<file path="src/rtl/opaddr_decode.sv">
module opaddr_decode (
  input  logic        clk,
  input  logic        rst_n,
  input  logic        in_valid,
  input  logic        rex_present,
  input  logic        rex_r,
  input  logic        rex_x,
  input  logic        rex_b,
  input  logic        byte_op,
  input  logic [7:0]  modrm,
  input  logic [7:0]  sib,
  input  logic [31:0] disp_in,
  output logic        out_valid,
  output logic [3:0]  reg_num,
  output logic        reg_hi8,
  output logic        rm_is_reg,
  output logic [3:0]  rm_reg,
  output logic        rm_hi8,
  output logic        has_sib,
  output logic [3:0]  base_num,
  output logic [3:0]  index_num,
  output logic [3:0]  scale_mul,
  output logic [63:0] disp,
  output logic        no_base,
  output logic        no_index,
  output logic        rip_rel
);

  wire [1:0] md    = modrm[7:6];
  wire [2:0] rg    = modrm[5:3];
  wire [2:0] rmf   = modrm[2:0];
  wire [1:0] sc    = sib[7:6];
  wire [2:0] ix    = sib[5:3];
  wire [2:0] bs    = sib[2:0];

  wire ext_r = rex_present & rex_r;
  wire ext_x = rex_present & rex_x;
  wire ext_b = rex_present & rex_b;

  wire is_reg  = (md == 2'b11);
  wire use_sib = !is_reg && (rmf == 3'b100);
  wire rip     = (md == 2'b00) && (rmf == 3'b101);
  wire sib_nob = use_sib && (md == 2'b00) && (bs == 3'b101);
  wire [3:0] ix_full = {ext_x, ix};
  wire sib_nix = (ix_full == 4'b0100);

  wire legacy8 = byte_op && !rex_present;
  wire rg_hi   = legacy8 && rg[2];
  wire rm_hi   = legacy8 && is_reg && rmf[2];

  wire [63:0] d8  = {{56{disp_in[7]}}, disp_in[7:0]};
  wire [63:0] d32 = {{32{disp_in[31]}}, disp_in};

  logic [63:0] disp_n;
  logic [3:0]  base_n, index_n, scale_n, rmreg_n;
  logic        nob_n, noix_n;

  always_comb begin
    case (md)
      2'b01:   disp_n = d8;
      2'b10:   disp_n = d32;
      2'b00:   disp_n = (rip || sib_nob) ? d32 : 64'd0;
      default: disp_n = 64'd0;
    endcase
  end

  always_comb begin
    base_n  = 4'd0;
    index_n = 4'd0;
    scale_n = 4'd1;
    rmreg_n = 4'd0;
    nob_n   = 1'b1;
    noix_n  = 1'b1;
    if (is_reg) begin
      rmreg_n = rm_hi ? {2'b00, rmf[1:0]} : {ext_b, rmf};
    end else if (use_sib) begin
      scale_n = 4'd1 << sc;
      noix_n  = sib_nix;
      index_n = sib_nix ? 4'd0 : ix_full;
      nob_n   = sib_nob;
      base_n  = sib_nob ? 4'd0 : {ext_b, bs};
    end else if (!rip) begin
      nob_n  = 1'b0;
      base_n = {ext_b, rmf};
    end
  end

  always_ff @(posedge clk) begin
    if (!rst_n) begin
      out_valid <= 1'b0;
      reg_num   <= 4'd0;
      reg_hi8   <= 1'b0;
      rm_is_reg <= 1'b0;
      rm_reg    <= 4'd0;
      rm_hi8    <= 1'b0;
      has_sib   <= 1'b0;
      base_num  <= 4'd0;
      index_num <= 4'd0;
      scale_mul <= 4'd0;
      disp      <= 64'd0;
      no_base   <= 1'b0;
      no_index  <= 1'b0;
      rip_rel   <= 1'b0;
    end else begin
      out_valid <= in_valid;
      if (in_valid) begin
        reg_num   <= rg_hi ? {2'b00, rg[1:0]} : {ext_r, rg};
        reg_hi8   <= rg_hi;
        rm_is_reg <= is_reg;
        rm_reg    <= rmreg_n;
        rm_hi8    <= rm_hi;
        has_sib   <= use_sib;
        base_num  <= base_n;
        index_num <= index_n;
        scale_mul <= scale_n;
        disp      <= disp_n;
        no_base   <= nob_n;
        no_index  <= noix_n;
        rip_rel   <= rip;
      end
    end
  end

endmodule

</file>
<file path="config.mk">
export PLATFORM = sky130hd
export DESIGN_NAME = opaddr_decode
export DESIGN_NICKNAME = d
export VERILOG_FILES = /design/src/rtl/opaddr_decode.sv
export SDC_FILE = /design/constraint.sdc
export NUM_CORES = 1
export LEC_CHECK = 0
export CAP_MARGIN = 20
export CORE_MARGIN = 2
export CORE_UTILIZATION = 40
export DETAILED_ROUTE_END_ITERATION = 8
export MAX_ROUTING_LAYER = met4
export PLACE_DENSITY = 0.92
export RECOVER_POWER = 25
export REMOVE_ABC_BUFFERS = 1
export SLEW_MARGIN = 30
export SYNTH_ARGS = -nofsm -noshare
export SYNTH_HDL_FRONTEND = slang
export SYNTH_SLANG_ARGS = --single-unit
export TNS_END_PERCENT = 5
</file>
<file path="constraint.sdc">
create_clock -name clk -period 3.5 [get_ports clk]
set_input_delay 0.525 -clock clk [delete_from_list [all_inputs] [get_ports clk]]
set_output_delay 0.525 -clock clk [all_outputs]
set_load 0.01 [all_outputs]
</file>
* Word-level counts from Yosys, hierarchy flattened
Index checks and enable logic that the tools add are counted.
** Word-level totals
- Output and inout port bits :: 92
- Register bits :: 92
- Bits of input ports :: 56
** Cells by class
- Eq/ne operators :: 7
- Reductions and logical operators :: 12
- Muxes and demuxes :: 19
- Bitwise logic cells :: 3
- Shifts and indexed selects :: 1
** Operators by type and width (number)
- case mux 64 bit (3 select lines) :: 1
- 2-to-1 mux 64 bit :: 1
- 2-to-1 mux 4 bit :: 12
- equality test 3 bit, second input constant :: 3
- logical AND 1 bit :: 8
- 2-to-1 mux 1 bit :: 5
- equality test 2 bit, second input constant :: 2
- equality test 4 x 3 -> 1 bit, second input constant :: 1
- << shifter 1 x 2 -> 4 bit, first input constant :: 1
- AND 1 bit :: 3
- equality test 2 x 1 -> 1 bit, second input constant :: 1
- zero test 1 bit :: 2
- zero test 2 bit :: 1
- logical OR 1 bit :: 1

* Depth between registers and ports, before layout
- Word-level depth :: 8
- Gate-level depth with buffers :: 6

* Worst setup path before layout
Ideal clock, no wire load.
- Path type :: reg-to-output
- Start :: register, netlist name disp[62]
- End :: output port disp[32]
- Arrival time :: 1.107 ns
- Path slack :: 1.868 ns
- Buffers on the path :: 1
- Required time :: 2.975 ns
- Stages on the path, launching flop included :: 2
- Path through :: dfxtp_1 buf_4
** RTL lines
- end: declaration :: line 23 : output logic [63:0] disp,

==> metrics.md <==
| Metric | Value |
|---|---|
| Status | `finished clean` |
| Pwr Density | `376.8 nW/um2` |
| TritonCTS clock tree | `done` |
| GP Congestion | `0.8021` |
| Peak supply drop | `0.2421 mV` |
| Hold path cells | `2` |
| Initial Utilization | `41.42%` |
| Seq cells post-synth | `60` |
| Drt via density | `5.139` |
| Drc violations | `0` |
| Drt first pass iters | `4` |
| Cell Area, Synth | `2645 um2` |
| Root buffer cell | `clkbuf_8` |
| Largest net degree at the start of global routing | `38` |
| Worst-path maximum fanout | `24` |
| Antenna diodes | `0` |
| Hold-fix buffers, CTS | `0` |
| Maximum clock frequency | `391.4 MHz` |
| Worst hold start | `disp[1]` |
| GRT Resource Usage Total | `20.25%` |
| Max Root-Sink Buffers | `2` |
| HPWL Detailed | `5044 um` |
| Crit end category | `flop` |
| Synthesis-to-finish area growth | `52.65%` |
| Most common cell after layout, fill and taps aside | `clkdlybuf4s50_1` |
| Total power | `1.521 mW` |
| R2R cell count | `2` |
| Total clock sinks | `60` |
| Critical path data required time | `3.73 ns` |
| Per-cell routed wire length | `15.20 um` |
| First-pass GRT wire length | `11350 um` |
| Setup TNS | `0 ns` |
| Routed Antenna Nets | `0` |
| RR Startpoint | `disp[62]` |
| Worst skew pair latency | `0.32 ns` |
| FF-to-FF End | `disp[62]` |
| LEAKAGE | `1.597 nW` |
| Distinct cells, synth | `41` |
| Top reg by flops | `disp` |
| Syn Inst Count | `270` |
| Arrival @ worst endpoint | `2.79 ns` |
| Min Clock Period, post-route | `2.555 ns` |
| Syn avg cell area | `9.796 um2` |
| Max Clock Skew | `0 ns` |
| Most frequent cells in the layout | `110 x clkdlybuf4s50_1, 60 x dfxtp_1, 37 x dlygate4sd3_1, 27 x nand2_1, 25 x o2bb2ai_1` |
| GR Overflow Total | `0` |
| H-tree depth | `3` |
| PostCTS Resize Cnt | `0` |
| Worst Setup Path Type | `input pin to flop` |
| Ports | `148` |
| Max FFs per register | `32` |
| Startpoint Class | `input pin` |
| Hold path endpoint | `disp[1]` |
| IO buf count | `147` |
| Num CTS Buffers | `9` |
| Slew @ Worst Pin | `1.172 ns` |
| Filler cells | `544` |
| Die height | `85.32 um` |
| Vias in the first global route | `2348` |
| Clock-pin slew on the worst setup and hold paths | `0.06 ns` |
| Seq/Total Area, Yosys | `45.41%` |
| Hold Fails Final Rpt | `0` |
| Cell area after layout | `4038 um2` |
| Crit share post-route | `73.00%` |
| HP Class | `flop to flop` |
| Rel. slew slack | `21.79%` |
| DIE AREA | `7279 um2` |
| R2R Setup Slk | `2.11 ns` |
| Placed cell areas | `3869 um2` |
| Post-CTS Setup Repair Bufs | `0` |
| Share of cells above drive strength 1 | `6.021%` |
| Final Max Tran Viols | `0` |
| Max_cap viols | `0` |
| DRT iter0 DRCs | `76` |
| Final setup viols | `0` |
| Core box area | `6386 um2` |
| Die X-Extent | `85.32 um` |
| Yosys warns | `0` |
| Vias | `2359` |
| Number of antenna violations at the first check in global routing | `0` |
| RSZ-0062 raised after global routing | `no` |
| WL final | `6978 um` |
| # rows | `29` |
| NumNets Final | `434` |
==> synth_stat cells, drive strengths merged <==
cell type	count	area (um2)
clkbuf	5	18.77
nor4b	1	8.760
a22o	2	17.52
nor2	5	18.77
nand2	29	118.9
and2b	1	10.01
a32o	2	20.02
nand4	3	18.77
and4	1	8.760
dfxtp	60	1201
nand3	3	15.01
buf	46	332.8
mux2i	2	20.02
and3b	2	17.52
a21o	1	7.510
o2bb2ai	25	219.0
a31oi	2	12.51
o21a	1	8.760
and4bb	1	12.51
a21boi	24	180.2
nand4b	3	26.28
nor2b	2	12.51
a32oi	2	17.52
o211ai	1	21.27
o221a	3	42.54
or2	2	12.51
o21ai	4	20.02
inv	12	45.04
a21oi	9	45.04
a211oi	1	7.510
nor3	1	16.27
o41ai	1	16.27
o31ai	11	82.58
and2	2	12.51
==> critical path, cell delays in order <==
cell,delay (ns)
dlygate4sd3_1,0.93
nand4b_1,0.78
a21boi_0,0.36
o2bb2ai_1,0.17
==> worst max path at each step <==
| stage | depth (start not counted) | from | to | slack, ns |
|---|---|---|---|---|
| 2_1_floorplan | 2 | disp[62] | disp[62] | 0.49 |
| 3_5_place_dp | 4 | in_valid | disp[12] | 0.72 |
| 4_1_cts | 1 | disp[62] | disp[54] | 0.97 |
| 3_3_place_gp | 4 | in_valid | disp[29] | 0.79 |
| 6_report | 4 | in_valid | disp[12] | 0.95 |
| 5_1_grt | 4 | in_valid | disp[15] | 0.75 |
==> cell families (layout without fill, tap and decap cells) <==
family | after synthesis | after routing | share of synthesized area (%)
compound gates | 89 | 89 | 27.15
buf+inv | 63 | 175 | 15.00
flops | 60 | 60 | 45.41
simple gates | 56 | 56 | 11.68
mux | 2 | 2 | 0.7569
==> where the power goes <==
group          total (mW)  internal [mW]  leakage [nW]  switching, mW
Clock               0.533          0.290        0.0893          0.243
Sequential          0.729          0.712         0.490         0.0174
Combinational       0.259          0.150          1.02          0.109
==> layout make-up <==
cell class | count | area, um2 | area share, %
clock inverter | 2 | 10.01 | 0.2479
multi-input combinational | 147 | 1047 | 25.94
sequential | 60 | 1201 | 29.75
timing repair buffer | 148 | 1479 | 36.63
clock buffer | 13 | 158.9 | 3.936
inverter | 12 | 45.04 | 1.116
tap | 77 | 96.34 | 2.386
==> through the flow <==
step	cells	hold slack (ns)	util [%]	setup WS (ns)
6_report	459	0.4513	63.22	0.9451
5_1_grt	459	0.4808	63.22	0.7496
4_1_cts	459	0.4560	63.22	0.9749
3_5_place_dp	444	0.4418	60.58	0.7237
3_3_place_gp	444	0.4333	60.58	0.7877
2_1_floorplan	219	0.4776	-	0.4869
==> layer usage <==
metal	wire length [um]	up-vias	GRT usage, %
li1	-	1151	-
met1	2931	1081	24.80
met2	3280	120	31.53
met3	667	7	5.837
met4	97	0	7.792
met5	0	-	-
No activity file was read; power rests on OpenSTA's default activity.
